--- src/rtl/esc_frame_pkg.sv ---
package esc_frame_pkg;
  typedef enum logic [2:0] {
    ST_IDLE = 3'd0,
    ST_SOP  = 3'd1,
    ST_PAY  = 3'd2,
    ST_ESC2 = 3'd3,
    ST_CRCH = 3'd4,
    ST_CRCL = 3'd5,
    ST_EOP  = 3'd6
  } enc_state_e;

  localparam int NUM_ESC = 4;
endpackage

--- src/rtl/esc_frame_map.sv ---
// Decides whether a byte needs an escape pair and picks its substitute byte.
module esc_frame_map import esc_frame_pkg::*; #(
  parameter int DW = 8,
  parameter logic [DW-1:0] XON_CHAR  = 8'h11,
  parameter logic [DW-1:0] XOFF_CHAR = 8'h13
) (
  input  logic [DW-1:0]      byte_i,
  input  logic [NUM_ESC-1:0] esc_en,
  input  logic [DW-1:0]      sep_char,
  input  logic [DW-1:0]      esc_char,
  input  logic [DW-1:0]      sub_sep,
  input  logic [DW-1:0]      sub_esc,
  input  logic [DW-1:0]      sub_xon,
  input  logic [DW-1:0]      sub_xoff,
  output logic               hit,
  output logic [DW-1:0]      sub_o
);
  logic [DW-1:0]      key  [NUM_ESC];
  logic [DW-1:0]      subv [NUM_ESC];
  logic [NUM_ESC-1:0] match;

  assign key[0]  = sep_char;
  assign key[1]  = esc_char;
  assign key[2]  = XON_CHAR;
  assign key[3]  = XOFF_CHAR;

  assign subv[0] = sub_sep;
  assign subv[1] = sub_esc;
  assign subv[2] = sub_xon;
  assign subv[3] = sub_xoff;

  for (genvar k = 0; k < NUM_ESC; k++) begin : g_match
    assign match[k] = esc_en[k] && (byte_i == key[k]);
  end

  // Lowest index wins when programmed characters overlap.
  always_comb begin
    sub_o = '0;
    for (int k = NUM_ESC - 1; k >= 0; k--) begin
      if (match[k]) sub_o = subv[k];
    end
  end

  assign hit = |match;
endmodule

--- src/rtl/esc_frame_crc.sv ---
// One-byte CRC update, MSB first, no reflection.
module esc_frame_crc #(
  parameter int DW = 8,
  parameter int CW = 16,
  parameter logic [CW-1:0] POLY = 16'h1021
) (
  input  logic [CW-1:0] crc_i,
  input  logic [DW-1:0] data_i,
  output logic [CW-1:0] crc_o
);
  always_comb begin
    logic fb;
    crc_o = crc_i;
    for (int i = DW - 1; i >= 0; i--) begin
      fb    = crc_o[CW-1] ^ data_i[i];
      crc_o = {crc_o[CW-2:0], 1'b0};
      if (fb) crc_o = crc_o ^ POLY;
    end
  end
endmodule

--- src/rtl/esc_frame_enc.sv ---
module esc_frame_enc import esc_frame_pkg::*; #(
  parameter int DW = 8,
  parameter logic [2*DW-1:0] POLY      = 16'h1021,
  parameter logic [2*DW-1:0] CRC_INIT  = 16'hFFFF,
  parameter logic [DW-1:0]   XON_CHAR  = 8'h11,
  parameter logic [DW-1:0]   XOFF_CHAR = 8'h13
) (
  input  logic               clk,
  input  logic               rst_n,
  input  logic               soft_rst,
  input  logic               in_valid,
  input  logic [DW-1:0]      in_data,
  input  logic               in_last,
  output logic               in_ready,
  output logic               out_valid,
  output logic [DW-1:0]      out_data,
  input  logic               out_ready,
  input  logic               cfg_sep_en,
  input  logic               cfg_crc_en,
  input  logic [NUM_ESC-1:0] cfg_esc_en,
  input  logic [DW-1:0]      cfg_sep_char,
  input  logic [DW-1:0]      cfg_esc_char,
  input  logic [DW-1:0]      cfg_sub_sep,
  input  logic [DW-1:0]      cfg_sub_esc,
  input  logic [DW-1:0]      cfg_sub_xon,
  input  logic [DW-1:0]      cfg_sub_xoff,
  output logic [2:0]         enc_state
);
  localparam int CW = 2 * DW;

  enc_state_e    st_q, st_d, ret_q, ret_d, nxt;
  logic [DW-1:0] od_q, od_d, sub_q, sub_d, src, sub_byte;
  logic          ov_q, ov_d, hit, adv;
  logic [CW-1:0] crc_q, crc_d, crc_nx;
  enc_state_e    after_pay, after_crc;

  // The output register can take a new byte this cycle.
  assign adv = !ov_q || out_ready;

  always_comb begin
    case (st_q)
      ST_CRCH: src = crc_q[CW-1:DW];
      ST_CRCL: src = crc_q[DW-1:0];
      default: src = in_data;
    endcase
  end

  esc_frame_map #(.DW(DW), .XON_CHAR(XON_CHAR), .XOFF_CHAR(XOFF_CHAR)) map_i (
    .byte_i(src), .esc_en(cfg_esc_en), .sep_char(cfg_sep_char), .esc_char(cfg_esc_char),
    .sub_sep(cfg_sub_sep), .sub_esc(cfg_sub_esc), .sub_xon(cfg_sub_xon),
    .sub_xoff(cfg_sub_xoff), .hit(hit), .sub_o(sub_byte)
  );

  esc_frame_crc #(.DW(DW), .CW(CW), .POLY(POLY)) crc_i (
    .crc_i(crc_q), .data_i(in_data), .crc_o(crc_nx)
  );

  assign after_crc = cfg_sep_en ? ST_EOP : ST_IDLE;
  assign after_pay = cfg_crc_en ? ST_CRCH : after_crc;

  always_comb begin
    st_d     = st_q;
    ret_d    = ret_q;
    od_d     = od_q;
    ov_d     = ov_q;
    sub_d    = sub_q;
    crc_d    = crc_q;
    in_ready = 1'b0;
    nxt      = st_q;
    if (adv) ov_d = 1'b0;
    case (st_q)
      ST_IDLE: begin
        crc_d = CRC_INIT;
        if (in_valid) st_d = cfg_sep_en ? ST_SOP : ST_PAY;
      end
      ST_SOP: if (adv) begin
        od_d = cfg_sep_char; ov_d = 1'b1; st_d = ST_PAY;
      end
      ST_PAY, ST_CRCH, ST_CRCL: begin
        if (st_q == ST_PAY) in_ready = adv;
        if (adv && (st_q != ST_PAY || in_valid)) begin
          case (st_q)
            ST_PAY:  begin nxt = in_last ? after_pay : ST_PAY; crc_d = crc_nx; end
            ST_CRCH: nxt = ST_CRCL;
            default: nxt = after_crc;
          endcase
          ov_d = 1'b1;
          if (hit) begin
            od_d = cfg_esc_char; sub_d = sub_byte; ret_d = nxt; st_d = ST_ESC2;
          end else begin
            od_d = src; st_d = nxt;
          end
        end
      end
      ST_ESC2: if (adv) begin
        od_d = sub_q; ov_d = 1'b1; st_d = ret_q;
      end
      ST_EOP: if (adv) begin
        od_d = cfg_sep_char; ov_d = 1'b1; st_d = ST_IDLE;
      end
      default: st_d = ST_IDLE;
    endcase
  end

  always_ff @(posedge clk or negedge rst_n) begin
    if (!rst_n) begin
      st_q <= ST_IDLE; ret_q <= ST_IDLE; od_q <= '0; ov_q <= 1'b0;
      sub_q <= '0; crc_q <= CRC_INIT;
    end else if (soft_rst) begin
      st_q <= ST_IDLE; ret_q <= ST_IDLE; ov_q <= 1'b0; crc_q <= CRC_INIT;
    end else begin
      st_q <= st_d; ret_q <= ret_d; od_q <= od_d; ov_q <= ov_d;
      sub_q <= sub_d; crc_q <= crc_d;
    end
  end

  assign out_valid = ov_q;
  assign out_data  = od_q;
  assign enc_state = st_q;

  // a stalled byte stays put.
  a_r7_hold_stalled: assert property (@(posedge clk) disable iff (!rst_n)
    (out_valid && !out_ready && !soft_rst) |=> (out_valid && $stable(out_data)));

  // no input accepted while the substitute byte is being issued.
  a_r6_stall_on_pair: assert property (@(posedge clk) disable iff (!rst_n)
    (enc_state == 3'd3) |-> !in_ready);

  // soft reset forces idle and drops the offered byte.
  a_r8_soft_idle: assert property (@(posedge clk) disable iff (!rst_n)
    soft_rst |=> (enc_state == 3'd0 && !out_valid));

  // the start-separator state produces the separator byte.
  a_r1_open_sep: assert property (@(posedge clk) disable iff (!rst_n)
    (enc_state == 3'd1 && adv && !soft_rst) |=> (out_valid && out_data == $past(cfg_sep_char)));
endmodule

--- config.mk ---
export PLATFORM = sky130hd
export DESIGN_NAME = esc_frame_enc
export DESIGN_NICKNAME = d
export VERILOG_FILES = /design/src/rtl/esc_frame_pkg.sv /design/src/rtl/esc_frame_map.sv /design/src/rtl/esc_frame_crc.sv /design/src/rtl/esc_frame_enc.sv
export SDC_FILE = /design/constraint.sdc
export NUM_CORES = 1
export LEC_CHECK = 0
export CAP_MARGIN = 20
export CORE_MARGIN = 2
export CORE_UTILIZATION = 60
export DETAILED_ROUTE_END_ITERATION = 7
export DONT_BUFFER_PORTS = 1
export GPL_ROUTABILITY_DRIVEN = 0
export GPL_TIMING_DRIVEN = 0
export PLACE_DENSITY = 0.84
export SKIP_CTS_REPAIR_TIMING = 1
export SLEW_MARGIN = 25
export SYNTH_ARGS = -nofsm -noshare
export SYNTH_HDL_FRONTEND = slang
export SYNTH_SLANG_ARGS = --single-unit
--- constraint.sdc ---
create_clock -name clk -period 3.51 [get_ports clk]
set_input_delay 0.351 -clock clk [delete_from_list [all_inputs] [get_ports clk]]
set_output_delay 0.351 -clock clk [all_outputs]
set_load 0.03 [all_outputs]
==> key figures, run 1 <==
STA
  • Slew Limit Fails: 0
  • Final Cycle Share: 0.9115
  • Max_slew headroom: 0.3263
  • Setup Skew: 0.007576 ns
  • Final setup violation count: 0
  • Slew @ Worst Pin: 1.003 ns
  • TNS Setup: 0 ns
  • Max Fclk: 0.3126 GHz
  • Final min period: 3.199 ns
  • Final Hold Vio Count: 0
  • RSZ-0062 raised after global routing: false

Yosys
  • Post-synth net total: 447
  • Number of synthesized flops with an enable pin: 0
  • Top_reg_cell synth: dfrtp_1
  • Post-synth top area cell: dfrtp_1
  • Number of synthesis warnings: 0
  • Flops & latches, synth: 39
  • Part of the Yosys area used for sequential elements: 0.3060
  • Ys async rst share: 1.000
  • Leading post-synthesis cells by cell area: dfrtp_1 18%, dfstp_2 13%, xnor2_1 8.6%, mux2i_1 5.2%, o21ai_0 4.6%
  • Cell count after synthesis: 379
  • Mean Syn Cell Area: 8.587 um2
  • Top-area cell type share of the netlist area: 0.1769
  • Post-Synthesis Cell Area: 0.003254 mm2
  • Post-synth cell types: 54

Layout
  • Ant diodes: 0
  • Finished Cell Area: 0.003470 mm2
  • Layout cells sized above 1: 0.1311
  • Commonest non-fill, non-tap cells in the layout: 34 x nor2_1, 32 x xnor2_1, 30 x o21ai_0, 28 x nand2_1, 23 x dfrtp_1
  • Multi-input logic area: 0.002091 mm2
  • Most common cell after layout, fill and taps aside: nor2_1
  • Fillers: 413
  • Final #Nets: 456
  • Area grow syn2layout: 6.613%
  • Final Non-Filler Cells: 459
  • Storage element area: 996.0 um2

Drt
  • DRT Wirelength: 8770 um
  • Routed Antenna Nets: 0
  • Vias per cell: 6.451
  • Avg WL per Cell: 19.11 um
  • Iter 0 DRT Violations: 240
  • Total number of vias: 2961
  • # DRC: 0
  • Drt first pass iters: 5

Clock network
  • Clk_lat worst skew: 0.30 ns
  • CTS tree: done
  • H-tree lvl count: 2
  • CTS max path bufs: 2
  • Total CTS buffers: 5
  • CTS sink cnt: 39
  • Clk slew on worst S/H paths: 0.07 ns
  • CTS Root Cell: clkbuf_8

Run
  • Max-cap violation count: 0

Worst setup path
  • Worst Path Required: 3.68 ns
  • Setup crit start kind: flip-flop
  • Crit-path max FO: 10
  • Reg2Reg Setup Slack: 0.31 ns
  • Critical Path AT: 3.37 ns
  • Kind of critical path: flip-flop to flip-flop
  • Crit end category: flip-flop

Power and ir drop
  • Clock power frac: 0.171
  • Sequential share of power: 0.411
  • Static Leak: 1.222 nW
  • Logic pwr share: 0.418
  • P_sw: 0.8090 mW
  • Internal power: 1.021 mW
  • Max VDD drop: 0.3519 mV
  • Pwr dens: 527.5 mW/mm2
  • Switching Share: 0.4420

GRT
  • GRT Residual Overflow: 0
  • GR met3 Demand/Resource: 0.07674
  • Grt met2 use: 0.4569
  • Met1 Usage GRT: 0.3994
  • Initial antenna violation count: 0
  • Total GRT Usage: 0.2894
  • First-pass GRT wire length: 13830 um
  • Maximum number of pins on one net before global-route repair: 40
  • Layer with the highest usage: met2
  • Vias in the first global route: 2819

Placement
  • # port buffers: 0
  • Cell Count Post-Placement: 449
  • Final HPWL DP: 6616 um
  • Placed Area: 0.003342 mm2

Die
  • Die H: 77.65 um
  • Die area: 0.006029 mm2
  • Die Wd: 77.65 um
  • Io pins: 81
  • Initial core utilization: 0.6292
  • CORE AREA: 0.005172 mm2
  • Row Count: 26

Status
  • Outcome: finished, final reports clean

Worst hold path
  • Worst min path class: primary input to flip-flop
[synth_stat cells, types with 9 or more instances]
cell type	instances
inv_1	11
a21oi_1	21
o21ai_0	30
o211ai_1	9
xor2_1	17
a31oi_1	12
mux2i_1	17
dfstp_2	16
nand2_1	28
a22o_1	9
clkbuf_1	13
nor2_1	34
xnor2_1	32
nor3_1	11
dfrtp_1	23
[critical path: stages (launching register included)]
cell,delay [ns]
dfrtp_1,0.67
nand2b_1,0.20
buf_2,0.23
buf_4,0.21
nand3_1,0.11
o221ai_1,0.17
o21ai_0,0.16
nor3_2,0.47
a211o_1,0.24
buf_4,0.24
mux2i_1,0.23
o21ai_0,0.12
[area by class of cell]
type	count	share of cell area
Timing Repair Buffer	2	0.01082
Inverter	12	0.01298
Multi-Input combinational cell	305	0.6026
Clock buffer	7	0.02488
Clock inverter	1	0.001082
Sequential cell	39	0.2871
Buffer	23	0.03534
Tap cell	70	0.02524
[metrics by stage]
stage	total power, mW	worst slack, ns	hold slack [ns]	utilization
final	1.830	0.3105	0.2986	0.6708
after global routing	1.948	0.06102	0.2954	0.6708
after CTS	1.802	0.3883	-0.2605	0.6635
after detailed placement	1.485	0.3911	0.05706	0.6461
after global placement	1.467	0.4615	0.05689	0.6461
after floorplan	1.328	0.8349	0.05541	-
[flip-flops by register name (all words and copies together), names as in the netlist]
register / flops
out_valid: 1
ret_q: 3
crc_q: 16
sub_q: 8
enc_state: 3
out_data: 8
[power groups by stage]
stage / Sequential (mW) / Clock [mW] / Combinational (mW)
2_1_floorplan: 0.732 / 0 / 0.596
3_3_place_gp: 0.754 / 0 / 0.713
3_5_place_dp: 0.758 / 0 / 0.727
4_1_cts: 0.750 / 0.319 / 0.733
5_1_grt: 0.764 / 0.344 / 0.840
6_report: 0.752 / 0.313 / 0.765
[final timing paths]
path | start | depth (start not counted) | end
worst max-delay path | enc_state[1] | 11 | out_data[1]
worst min-delay path | cfg_esc_char[6] | 2 | out_data[6]
worst max register to register | enc_state[1] | 11 | out_data[1]
min in group asynchronous | rst_n | 2 | out_valid
worst min register to register | ret_q[1] | 1 | ret_q[1]
max in group asynchronous | rst_n | 2 | crc_q[5]
[kinds of logic (layout without fill, tap and decap cells)]
| logic type | count (synthesis) | count (layout) | share of synthesized area |
|---|---|---|---|
| AND/OR/NAND/NOR | 111 | 111 | 0.1726 |
| buffers and inverters | 35 | 45 | 0.05152 |
| flip-flops | 39 | 39 | 0.3060 |
| XOR/XNOR | 49 | 49 | 0.1319 |
| multiplexers | 28 | 28 | 0.1026 |
| AO/OA/AOI/OAI | 117 | 117 | 0.2353 |
[layer usage]
layer | routed length (um) | part of all wire
met5 | 0 | 0
met4 | 146 | 0.017
met3 | 773 | 0.088
met2 | 4160 | 0.47
met1 | 3690 | 0.42
No activity file was read; power rests on OpenSTA's default activity.
==> run 2, diff against run 1 <==
Settings changed: CELL_PAD_IN_SITES_DETAIL_PLACEMENT set to 0, CELL_PAD_IN_SITES_GLOBAL_PLACEMENT set to 1, CORE_UTILIZATION 60 to 48, PLACE_DENSITY 0.84 to 0.82, SKIP_CTS_REPAIR_TIMING 1 to not set.
==> run 2 against run 1 <==
- critical path depth down 1
- critical path type unchanged
- non-clock buffer count unchanged
- global-route usage down 3.5 points
==> key figures, run 2 (synthesis gave the netlist of run 1 again) <==
Status
  • Outcome: finished, final reports clean

Worst hold path
  • Worst min path class: primary input to flip-flop

Run
  • Max-cap violation count: 0

Die
  • Initial core utilization: 0.4871
  • Die area: 0.007455 mm2
  • CORE AREA: 0.006681 mm2
  • Row Count: 30
  • Die H: 86.34 um
  • Io pins: 81
  • Die Wd: 86.34 um

Clock network
  • CTS Root Cell: clkbuf_8
  • Clk slew on worst S/H paths: 0.09 ns
  • CTS sink cnt: 39
  • CTS tree: done
  • H-tree lvl count: 2
  • Clk_lat worst skew: 0.30 ns
  • Total CTS buffers: 5
  • Hold buffers post-CTS: 2
  • Resized cells post-CTS: 0
  • # Post-CTS Setup Buffers: 0
  • CTS max path bufs: 2

Layout
  • Layout cells sized above 1: 0.1311
  • Ant diodes: 0
  • Area grow syn2layout: 6.497%
  • Commonest non-fill, non-tap cells in the layout: 34 x nor2_1, 32 x xnor2_1, 30 x o21ai_0, 28 x nand2_1, 23 x dfrtp_1
  • Final #Nets: 456
  • Reg with most FFs: crc_q
  • Largest register FFs: 16
  • Most common cell after layout, fill and taps aside: nor2_1
  • Fillers: 650

GRT
  • Initial antenna violation count: 0
  • Vias in the first global route: 2789
  • Total GRT Usage: 0.2543
  • Maximum number of pins on one net before global-route repair: 40
  • GRT Residual Overflow: 0
  • First-pass GRT wire length: 14770 um

Power and ir drop
  • Pwr dens: 527.2 mW/mm2
  • Static Leak: 1.215 nW
  • Max VDD drop: 0.2586 mV

STA
  • Final min period: 3.239 ns
  • Final setup violation count: 0
  • TNS Setup: 0 ns
  • Final Hold Vio Count: 0
  • Setup Skew: 0.01467 ns
  • Max Fclk: 0.3087 GHz
  • Slew @ Worst Pin: 0.9387 ns
  • Final WS setup: 0.2706 ns
  • Max_slew headroom: 0.3694
  • Final Cycle Share: 0.9229
  • RSZ-0062 raised after global routing: false
  • Slew Limit Fails: 0

Drt
  • Avg WL per Cell: 19.45 um
  • Routed Antenna Nets: 0
  • Drt first pass iters: 4
  • Total number of vias: 2918
  • Iter 0 DRT Violations: 235
  • Vias per cell: 6.222
  • # DRC: 0
  • DRT Wirelength: 9120 um

Worst setup path
  • Crit end category: flip-flop
  • Kind of critical path: flip-flop to flip-flop
  • Worst Path Required: 3.69 ns
  • Critical Path AT: 3.42 ns
  • Crit-path max FO: 10
  • Setup crit start kind: flip-flop

Placement
  • # port buffers: 0
  • DP Worst Slack: 0.3162 ns
  • Final HPWL DP: 7072 um
-- run 2: cell counts in the layout (fill, tap and decap cells not counted) --
Identical to the previous run, type by type.
-- run 2: worst max-delay path, stage by stage (launching register included) --
cell	delay [ns]
dfrtp_1	0.54
buf_6	0.21
buf_6	0.18
mux2i_4	0.30
mux2i_1	0.16
nor2_1	0.45
or2_0	0.26
nor4b_1	0.28
nor3_1	0.10
or2_2	0.30
a211oi_1	0.33
-- run 2: metal layers --
metal	track usage	share of wire
met1	0.3731	0.46
met2	0.3720	0.44
met3	0.07048	0.084
met4	0.06108	0.016
met5	0	0
-- run 2: final cells by class --
cell class / instances / area [um2] / area share
buffer: 23 / 122.6 / 0.03538
multi-input combinational: 305 / 2091 / 0.6033
clock buffer: 7 / 76.32 / 0.02202
clock inverter: 1 / 5.005 / 0.001444
timing repair buffer: 2 / 30.03 / 0.008664
inverter: 12 / 45.04 / 0.01300
sequential: 39 / 996.0 / 0.2874
tap: 80 / 100.1 / 0.02888
-- run 2: worst paths after layout --
check,start,endpoint,slack (ns),cells after the start
setup reg to reg,enc_state[0],enc_state[0],0.27,10
hold / removal,cfg_esc_char[2],out_data[2],0.29,2
hold reg to reg,ret_q[1],ret_q[1],0.51,1
setup / recovery,enc_state[0],enc_state[0],0.27,10
min in group asynchronous,rst_n,enc_state[0],0.52,2
max in group asynchronous,rst_n,crc_q[15],2.73,2
-- run 2: through the flow --
stage / std cells / utilization / cell area [um2] / hold WS, ns / total power, mW
CTS: 469 / 0.5187 / 3466 / 0.2930 / 1.819
finish: 469 / 0.5187 / 3466 / 0.2919 / 1.827
global placement: 459 / 0.5021 / 3354 / 0.05703 / 1.488
detailed placement: 459 / 0.5021 / 3354 / 0.05685 / 1.502
global route: 469 / 0.5187 / 3466 / 0.3231 / 1.956
floorplan: 379 / - / 3254 / 0.05541 / 1.328
-- run 2: report_power, final --
group / internal, mW / switching [mW] / total, mW
Combinational: 0.304 / 0.469 / 0.774
Sequential: 0.559 / 0.192 / 0.751
Clock: 0.140 / 0.163 / 0.303
Total: 1.00 / 0.825 / 1.83
==> run 3, diff against run 2 <==
Settings changed: PLACE_DENSITY 0.82 to not set, PLACE_DENSITY_LB_ADDON set to 0.25.
Clock period 3.51 ns to 3.6 ns, I/O delays scaled along.
==> run 3 against run 2 <==
- power up 1.0%
- hold slack worse by 0.0031 ns
- non-clock buffer count unchanged
- fmax increased by 1.4%
- largest power group unchanged
- largest cell class unchanged
- die area is the same
==> key figures, run 3 (synthesis gave the netlist of run 1 again) <==
Power and ir drop
  • Pwr dens: 528.6 mW/mm2
  • Total power: 1.846 mW
  • Logic pwr share: 0.405
  • Sequential share of power: 0.396
  • Internal power: 1.044 mW
  • Clock power frac: 0.199
  • Max VDD drop: 0.2276 mV
  • P_sw: 0.8017 mW
  • Static Leak: 1.228 nW
  • Switching Share: 0.4344

Clock network
  • Hold buffers post-CTS: 2
  • CTS max path bufs: 2
  • CTS Root Cell: clkbuf_8
  • CTS tree: done
  • Total CTS buffers: 5
  • Clk slew on worst S/H paths: 0.08 ns
  • H-tree lvl count: 2
  • Clk_lat worst skew: 0.30 ns
  • Resized cells post-CTS: 0
  • # Post-CTS Setup Buffers: 0
  • CTS sink cnt: 39

Worst setup path
  • Crit end category: flip-flop
  • Crit-path max FO: 10
  • Critical Path AT: 3.38 ns
  • R2R cell count: 11
  • Kind of critical path: flip-flop to flip-flop
  • Worst r2r dst: sub_q[1]
  • Worst Path Required: 3.78 ns
  • Reg2Reg Setup Slack: 0.40 ns
  • Setup crit start kind: flip-flop
  • Worst reg2reg startpoint: enc_state[1]

Status
  • Outcome: finished, final reports clean

STA
  • Setup Skew: 0.01257 ns
  • Final WS setup: 0.4044 ns
  • TNS Setup: 0 ns
  • Final setup violation count: 0
  • Slew @ Worst Pin: 0.9878 ns
  • Max Fclk: 0.3129 GHz
  • Final min period: 3.196 ns
  • RSZ-0062 raised after global routing: false
  • Max_slew headroom: 0.3364
  • Hold WS: 0.2888 ns
  • Slew Limit Fails: 0
  • Final Hold Vio Count: 0
  • Final Cycle Share: 0.8877

Layout
  • Commonest non-fill, non-tap cells in the layout: 34 x nor2_1, 32 x xnor2_1, 30 x o21ai_0, 28 x nand2_1, 23 x dfrtp_1
  • Finished Cell Area: 0.003492 mm2
  • Reg with most FFs: crc_q
  • Most common cell after layout, fill and taps aside: nor2_1
  • Layout cells sized above 1: 0.1337
  • Final core utilization: 0.5227
  • Fillers: 660
  • Area grow syn2layout: 7.305%
  • Final #Nets: 456
  • Largest register FFs: 16
  • Final Non-Filler Cells: 469
  • Ant diodes: 0

Worst hold path
  • Hold Path Cell Cnt: 2
  • Hold Path End: ret_q[2]
  • Hold Path Origin: cfg_sep_en
  • Worst min path class: primary input to flip-flop

Die
  • Initial core utilization: 0.4871
  • Io pins: 81
  • Die H: 86.34 um
  • CORE AREA: 0.006681 mm2
  • Die area: 0.007455 mm2
  • Die Wd: 86.34 um
  • Row Count: 30

Drt
  • Vias per cell: 6.053
  • Iter 0 DRT Violations: 176
  • # DRC: 0
  • Total number of vias: 2839
  • Drt first pass iters: 5
  • Avg WL per Cell: 19.30 um
  • Routed Antenna Nets: 0
  • DRT Wirelength: 9051 um

GRT
  • First-pass GRT wire length: 14370 um
  • Maximum number of pins on one net before global-route repair: 40
  • Initial antenna violation count: 0
  • Total GRT Usage: 0.2484
  • Vias in the first global route: 2656
  • GRT Residual Overflow: 0

Placement
  • Final HPWL DP: 6952 um
  • Cell Count Post-Placement: 459
  • Placed Area: 0.003354 mm2
  • # port buffers: 0
  • DP Worst Slack: 0.4509 ns

Run
  • Max-cap violation count: 0
[run 3: power groups by stage]
stage               Sequential, mW  Combinational (mW)  Clock (mW)
floorplan                    0.714               0.582           0
global placement             0.736               0.717           0
detailed placement           0.738               0.717           0
CTS                          0.731               0.739       0.370
global route                 0.746               0.831       0.389
finish                       0.731               0.748       0.367
[run 3: worst max-delay path by stage]
stage / startpoint / to / slack (ns) / cells past startpoint
global route: enc_state[1] / sub_q[5] / 0.15 / 11
CTS: enc_state[0] / sub_q[5] / 0.43 / 9
finish: enc_state[1] / sub_q[1] / 0.40 / 11
global placement: enc_state[0] / sub_q[6] / 0.47 / 9
floorplan: enc_state[0] / sub_q[0] / 0.92 / 11
detailed placement: enc_state[0] / sub_q[4] / 0.45 / 9
[run 3: layout make-up]
cell class | instances | area, um2 | share of cell area
plain buffers | 23 | 122.6 | 0.03511
clock buffers | 5 | 68.82 | 0.01971
clock inverters | 3 | 38.79 | 0.01111
inverters | 12 | 45.04 | 0.01290
multi-input cells | 305 | 2091 | 0.5987
flip-flops and latches | 39 | 996.0 | 0.2852
well taps | 80 | 100.1 | 0.02866
repair buffers | 2 | 30.03 | 0.008599
[run 3: critical path, stage by stage (launching register included)]
cell	delay (ns)
dfrtp_1	0.66
nand2b_1	0.21
buf_2	0.24
buf_4	0.21
nand3_1	0.10
o221ai_1	0.17
o21ai_0	0.16
nor3_2	0.47
a211o_1	0.25
nand3_2	0.11
buf_6	0.20
mux2_4	0.30
[run 3: layer usage]
metal	wire, um	track usage
met1	4348	0.3729
met2	4028	0.3678
met3	615	0.05524
met4	58	0.05256
met5	0	0
